### src/rtl/rpa_pkg.sv
`timescale 1ns/1ps
package rpa_pkg;
  // Source selected for the next rotation value.
  typedef enum logic [1:0] {
    ROT_HOLD = 2'd0,
    ROT_LOAD = 2'd1,
    ROT_FAIR = 2'd2
  } rot_src_e;
endpackage

### src/rtl/rpa_rotate.sv
`timescale 1ns/1ps
// Circular rotation: input bit i appears at output position (i + amt) mod N.
module rpa_rotate #(
  parameter int N = 8,
  localparam int W = $clog2(N)
) (
  input  logic [N-1:0] vec_in,
  input  logic [W-1:0] amt,
  output logic [N-1:0] vec_out
);
  for (genvar j = 0; j < N; j++) begin : g_pos
    localparam logic [W-1:0] PosW = W'(j);
    logic [W-1:0] src;
    // Output position j takes input bit (j - amt) mod N, truncated to W bits.
    assign src        = PosW - amt;
    assign vec_out[j] = vec_in[src];
  end
endmodule

### src/rtl/rpa_hi_enc.sv
`timescale 1ns/1ps
// Fixed encoder: the highest set position wins.
module rpa_hi_enc #(
  parameter int N = 8,
  localparam int W = $clog2(N)
) (
  input  logic [N-1:0] vec,
  output logic         any,
  output logic [W-1:0] pos
);
  always_comb begin
    pos = '0;
    for (int i = 0; i < N; i++) begin
      if (vec[i]) pos = W'(i);
    end
  end

  assign any = |vec;
endmodule

### src/rtl/rpa_rot_reg.sv
`timescale 1ns/1ps
// Rotation register: a load has priority over the fair advance.
module rpa_rot_reg
  import rpa_pkg::*;
#(
  parameter int N = 8,
  localparam int W = $clog2(N)
) (
  input  logic         clk,
  input  logic         rst_n,
  input  logic         ld_en,
  input  logic [W-1:0] ld_val,
  input  logic         adv_en,
  input  logic [W-1:0] adv_val,
  output logic [W-1:0] rot_q
);
  rot_src_e     src;
  logic         upd_en;
  logic [W-1:0] rot_d;

  always_comb begin
    if (ld_en)       src = ROT_LOAD;
    else if (adv_en) src = ROT_FAIR;
    else             src = ROT_HOLD;
  end

  always_comb begin
    unique case (src)
      ROT_LOAD: rot_d = ld_val;
      ROT_FAIR: rot_d = adv_val;
      default:  rot_d = rot_q;
    endcase
  end

  assign upd_en = (src != ROT_HOLD);

  always_ff @(posedge clk or negedge rst_n) begin
    if (!rst_n)      rot_q <= '0;
    else if (upd_en) rot_q <= rot_d;
  end
endmodule

### src/rtl/rpa_arbiter.sv
`timescale 1ns/1ps
// Rotating-priority interrupt arbiter (top).
module rpa_arbiter #(
  parameter int N = 8,
  localparam int W = $clog2(N)
) (
  input  logic         clk,
  input  logic         rst_n,
  input  logic [N-1:0] req,
  input  logic         fair_en,
  input  logic         rot_ld,
  input  logic [W-1:0] rot_ld_val,
  input  logic         grant_ack,
  output logic         grant_vld,
  output logic [W-1:0] grant_idx
);
  // Reset: asserted at once, released after two clock edges.
  logic [1:0] rst_sync;
  logic       rst_sync_n;

  always_ff @(posedge clk or negedge rst_n) begin
    if (!rst_n) rst_sync <= 2'b00;
    else        rst_sync <= {rst_sync[0], 1'b1};
  end
  assign rst_sync_n = rst_sync[1];

  logic [W-1:0] rot_q;
  logic [N-1:0] req_rot;
  logic         enc_any;
  logic [W-1:0] enc_pos;
  logic [W-1:0] win_idx;
  logic         adv_en;
  logic [W-1:0] adv_val;

  rpa_rotate #(.N(N)) u_rot (
    .vec_in (req),
    .amt    (rot_q),
    .vec_out(req_rot)
  );

  rpa_hi_enc #(.N(N)) u_enc (
    .vec(req_rot),
    .any(enc_any),
    .pos(enc_pos)
  );

  // Map back to line numbering: (pos - rot) mod N by truncation.
  always_comb begin
    win_idx = enc_pos - rot_q;
    if (!enc_any) win_idx = '0;
  end

  assign grant_vld = enc_any;
  assign grant_idx = win_idx;

  // Fair advance: the winner moves to rotated position 0.
  assign adv_en  = fair_en & grant_ack & enc_any;
  assign adv_val = '0 - win_idx;

  rpa_rot_reg #(.N(N)) u_reg (
    .clk    (clk),
    .rst_n  (rst_sync_n),
    .ld_en  (rot_ld),
    .ld_val (rot_ld_val),
    .adv_en (adv_en),
    .adv_val(adv_val),
    .rot_q  (rot_q)
  );
endmodule

### config.mk
export PLATFORM = sky130hd
export DESIGN_NAME = rpa_arbiter
export DESIGN_NICKNAME = d
export VERILOG_FILES = /design/src/rtl/rpa_pkg.sv /design/src/rtl/rpa_rotate.sv /design/src/rtl/rpa_hi_enc.sv /design/src/rtl/rpa_rot_reg.sv /design/src/rtl/rpa_arbiter.sv
export SDC_FILE = /design/constraint.sdc
export NUM_CORES = 1
export LEC_CHECK = 0
export BUFFER_PORTS_ARGS = -buffer_cell sky130_fd_sc_hd__buf_4
export CAP_MARGIN = 25
export CORE_MARGIN = 4
export CORE_UTILIZATION = 48
export CTS_CLUSTER_SIZE = 20
export DETAILED_ROUTE_END_ITERATION = 8
export PLACE_DENSITY = 0.76
export SLEW_MARGIN = 20
export SYNTH_ARGS = -nofsm -noshare
export SYNTH_HDL_FRONTEND = slang
export SYNTH_SLANG_ARGS = --single-unit
### constraint.sdc
create_clock -name clk -period 3.6 [get_ports clk]
set_input_delay 0.54 -clock clk [delete_from_list [all_inputs] [get_ports clk]]
set_output_delay 0.54 -clock clk [all_outputs]
set_load 0.01 [all_outputs]
==> flow_results.xml <==
<?xml version="1.0" encoding="UTF-8"?>
<metrics>
  <group name="global_routing">
    <metric name="grt_max_degree" unit="">13</metric>
    <metric name="antenna_found_initial" unit="">0</metric>
    <metric name="groute.usage.overall" unit="%">18.9</metric>
    <metric name="grt.overflow.total" unit="">0</metric>
    <metric name="via_count_of_the_first_global_routing_pass" unit="">866</metric>
    <metric name="grt_first_pass_wirelength" unit="um">3900</metric>
  </group>
  <group name="layout">
    <metric name="filler_cell_count" unit="">146</metric>
    <metric name="multiInputGateArea" unit="um2">831</metric>
    <metric name="final_util" unit="%">71.8</metric>
    <metric name="layout_cells_sized_above_1" unit="%">53.2</metric>
    <metric name="finalNetCount" unit="">148</metric>
    <metric name="ff_latch_area" unit="um2">128</metric>
    <metric name="synthToLayoutAreaGrowth" unit="%">38.6</metric>
    <metric name="antenna_cells_inserted" unit="">0</metric>
  </group>
  <group name="drt">
    <metric name="detailedRoute.firstPassIterationCount" unit="">4</metric>
    <metric name="remaining_antenna_violation_count" unit="">0</metric>
    <metric name="remaining_drc_errors" unit="">0</metric>
    <metric name="wl" unit="um">2210</metric>
    <metric name="dr.first_iter.drc_count" unit="">15</metric>
    <metric name="routed_via_density" unit="">5.74</metric>
    <metric name="dr_total_vias" unit="">867</metric>
    <metric name="detail_route.wl_per_cell" unit="um">14.6</metric>
  </group>
  <group name="worst_setup_path">
    <metric name="cp_max_fo" unit="">8</metric>
    <metric name="critical_path.endpoint_type" unit="">primary output</metric>
    <metric name="required" unit="ns">3.06</metric>
    <metric name="type_of_the_worst_setup_path" unit="">register to primary output</metric>
    <metric name="timing.critical_path.from_type" unit="">register</metric>
    <metric name="critPathArrivalTime" unit="ns">3.21</metric>
  </group>
  <group name="yosys">
    <metric name="synth_cell_count_leaders" unit="">sky130_fd_sc_hd__nor2_1 (10), sky130_fd_sc_hd__mux4_2 (8), sky130_fd_sc_hd__inv_1 (6), sky130_fd_sc_hd__mux2i_1 (6)</metric>
    <metric name="postSynthNetCount" unit="">118</metric>
    <metric name="postSynthAreaPerCell" unit="um2">9.42</metric>
    <metric name="async_flop_share" unit="%">100</metric>
    <metric name="netlist-cell-type-count" unit="">40</metric>
    <metric name="yosys.area.top_type" unit="">sky130_fd_sc_hd__mux4_2</metric>
    <metric name="synth_enable_flop_cells" unit="">0</metric>
    <metric name="synth-seq-area-share" unit="%">13.7</metric>
    <metric name="synth_flop_cell" unit="">sky130_fd_sc_hd__dfrtp_1</metric>
    <metric name="synth_area_leaders" unit="">sky130_fd_sc_hd__mux4_2 (20%), sky130_fd_sc_hd__dfrtp_1 (14%), sky130_fd_sc_hd__mux2i_1 (6.6%)</metric>
    <metric name="ys_ff_latch" unit="">5</metric>
    <metric name="synth_most_common_cell" unit="">sky130_fd_sc_hd__nor2_1</metric>
    <metric name="synthesis.instances" unit="">97</metric>
    <metric name="yosys.area.top_type_share" unit="%">19.7</metric>
    <metric name="yosys_warnings" unit="">0</metric>
    <metric name="syn_area" unit="um2">913</metric>
  </group>
  <group name="die">
    <metric name="die_w" unit="um">51.6</metric>
    <metric name="core_region_area" unit="um2">1760</metric>
    <metric name="ioPinCount" unit="">20</metric>
    <metric name="die-height" unit="um">51.6</metric>
    <metric name="effective_utilization_at_floorplan" unit="%">51.8</metric>
    <metric name="std_cell_rows" unit="">15</metric>
    <metric name="fp.dieArea" unit="um2">2660</metric>
  </group>
  <group name="clock_network">
    <metric name="clk_path_buf_depth" unit="">2</metric>
    <metric name="htree_levels" unit="">1</metric>
    <metric name="cts.reportedPaths.clkPinSlew" unit="ns">0.04</metric>
    <metric name="tritoncts" unit="">done</metric>
    <metric name="clk-insertion-delay-late" unit="ns">0.23</metric>
    <metric name="clock_sink_total" unit="">5</metric>
    <metric name="cts.root.buffer_cell" unit="">sky130_fd_sc_hd__clkbuf_4</metric>
    <metric name="cts_buffers" unit="">3</metric>
  </group>
  <group name="outcome">
    <metric name="outcome" unit="">finished, violations left</metric>
    <metric name="failed_checks" unit="">negative setup slack</metric>
  </group>
  <group name="timing">
    <metric name="fin_ws" unit="ns">-0.150</metric>
    <metric name="fmax" unit="MHz">267</metric>
    <metric name="final_min_period_over_clock_period" unit="%">104</metric>
    <metric name="timing_hold_violations_final" unit="">0</metric>
    <metric name="setup_violations" unit="">2</metric>
    <metric name="timing.hold.ws" unit="ns">0.0362</metric>
    <metric name="finalWorstPathRequiredPeriod" unit="ns">3.75</metric>
    <metric name="clock_skew" unit="ns">0.00311</metric>
    <metric name="unrepaired_setup_endpoints_after_global_routing" unit="">yes</metric>
    <metric name="timing.setup.tns" unit="ns">-0.180</metric>
    <metric name="final_max_slew_viol_count" unit="">0</metric>
  </group>
  <group name="min_path">
    <metric name="min-delay-path-class" unit="">register to async pin</metric>
  </group>
  <group name="placed_design">
    <metric name="gp_routability_congestion" unit="">0.858</metric>
    <metric name="dp_hpwl" unit="um">1760</metric>
    <metric name="io_buffers" unit="">19</metric>
  </group>
  <group name="flow_run">
    <metric name="timing.max_cap.violations" unit="">0</metric>
  </group>
  <group name="power_and_ir_drop">
    <metric name="cellLeakagePower" unit="nW">0.556</metric>
    <metric name="vdd_ir_drop_max" unit="mV">0.389</metric>
    <metric name="finalPower" unit="mW">0.862</metric>
    <metric name="pwr_density_cell" unit="nW/um2">681</metric>
  </group>
</metrics>
## metal layers
metal  track usage (%)  vias to the layer above  routed length (um)
met2              32.4                        8                1190
met1              24.9                      436                 975
met4              4.37                        0                   0
met5                 0                        -                   0
met3              2.87                        0                  39
li1                  -                      423                   -
## layout make-up
cell class | count | area share (%)
flip-flops and latches | 5 | 10.1
well taps | 25 | 2.47
repair buffers | 29 | 17.5
inverters | 7 | 2.27
clock buffers | 4 | 2.08
multi-input cells | 81 | 65.6
## critical path, cell delays in order, from the launching register on
cell and delay, ns:
sky130_fd_sc_hd__dfrtp_2 0.38, sky130_fd_sc_hd__inv_4 0.04, sky130_fd_sc_hd__ha_4 0.35, sky130_fd_sc_hd__mux2_4 0.32, sky130_fd_sc_hd__mux4_2 0.51, sky130_fd_sc_hd__o21ai_1 0.13, sky130_fd_sc_hd__a31oi_1 0.09, sky130_fd_sc_hd__ha_2 0.19
sky130_fd_sc_hd__fa_2 0.38, sky130_fd_sc_hd__xor2_4 0.17, sky130_fd_sc_hd__nor2b_4 0.13, sky130_fd_sc_hd__a21o_1 0.17, sky130_fd_sc_hd__buf_6 0.11
## final timing paths
check / start / to / slack (ns) / depth (start not counted)
max: u_reg.rot_q[0] / grant_idx[2] / -0.15 / 12
min: rst_sync[1] / u_reg.rot_q[1] / 0.04 / 0
max reg2reg: u_reg.rot_q[0] / u_reg.rot_q[2] / 0.02 / 14
min reg2reg: rst_sync[1] / u_reg.rot_q[1] / 0.04 / 0
max in group asynchronous: rst_sync[1] / u_reg.rot_q[0] / 3.42 / 0
min in group clk: rst_sync[0] / rst_sync[1] / 0.35 / 0
## per-stage QoR
stage | cells | cell area, um2 | setup WS, ns
after floorplan | 97 | 970 | -0.0393
after global placement | 143 | 1160 | -0.00512
after detailed placement | 143 | 1160 | -0.0557
after CTS | 150 | 1230 | -0.141
after global routing | 151 | 1270 | -0.287
final | 151 | 1270 | -0.150
## registers in the layout, summed over array words and instances, names as in the netlist
signal / flops
rst_sync: 2
u_reg.rot_q: 3
## cells by family after synthesis
family                     Yosys count  synth area share, %
muxes                               18                 31.6
other                                1                0.411
buffers and inverters               11                 5.48
AOI/OAI and AO/OA                   24                 19.5
adders and majority gates            5                 7.67
xor gates and xnor gates             4                 3.84
and+or+nand+nor                     29                 17.8
DFF                                  5                 13.7
## what timing repair did
item / in CTS / in global routing
setup endpoints to repair: 3 / 3
resized for setup: 5 / 7
cloned: 0 / 0
buffers inserted: 3 / 1
pin swaps: 3 / 1
endpoints found under the hold margin: 0 / 0
hold buffers: 0 / 0
## cell usage in the layout, fill, tap and decap left out, types with 2 or more instances in the layout
cell                       Yosys  routed
sky130_fd_sc_hd__buf_4         0      28
sky130_fd_sc_hd__nor2_1       10       9
sky130_fd_sc_hd__mux4_2        8       8
sky130_fd_sc_hd__nand2_1       5       5
sky130_fd_sc_hd__mux2i_1       6       4
sky130_fd_sc_hd__mux2_4        1       4
sky130_fd_sc_hd__inv_1         6       4
sky130_fd_sc_hd__o22ai_1       5       4
sky130_fd_sc_hd__xor2_1        4       3
sky130_fd_sc_hd__o21ai_0       5       3
sky130_fd_sc_hd__clkbuf_4      0       3
sky130_fd_sc_hd__dfrtp_1       5       3
sky130_fd_sc_hd__mux2i_2       0       2
sky130_fd_sc_hd__nand2b_1      2       2
sky130_fd_sc_hd__inv_2         1       2
sky130_fd_sc_hd__or2b_1        2       2
sky130_fd_sc_hd__nor2b_1       3       2
sky130_fd_sc_hd__a21oi_1       3       2
sky130_fd_sc_hd__ha_2          0       2
sky130_fd_sc_hd__dfrtp_2       0       2
## report_power, final
part           internal (mW)  switching [mW]  total (mW)
Sequential            0.0672         0.00940      0.0766
Clock                 0.0417          0.0197      0.0614
Combinational          0.387           0.337       0.724
No activity file was read; power rests on OpenSTA's default activity.
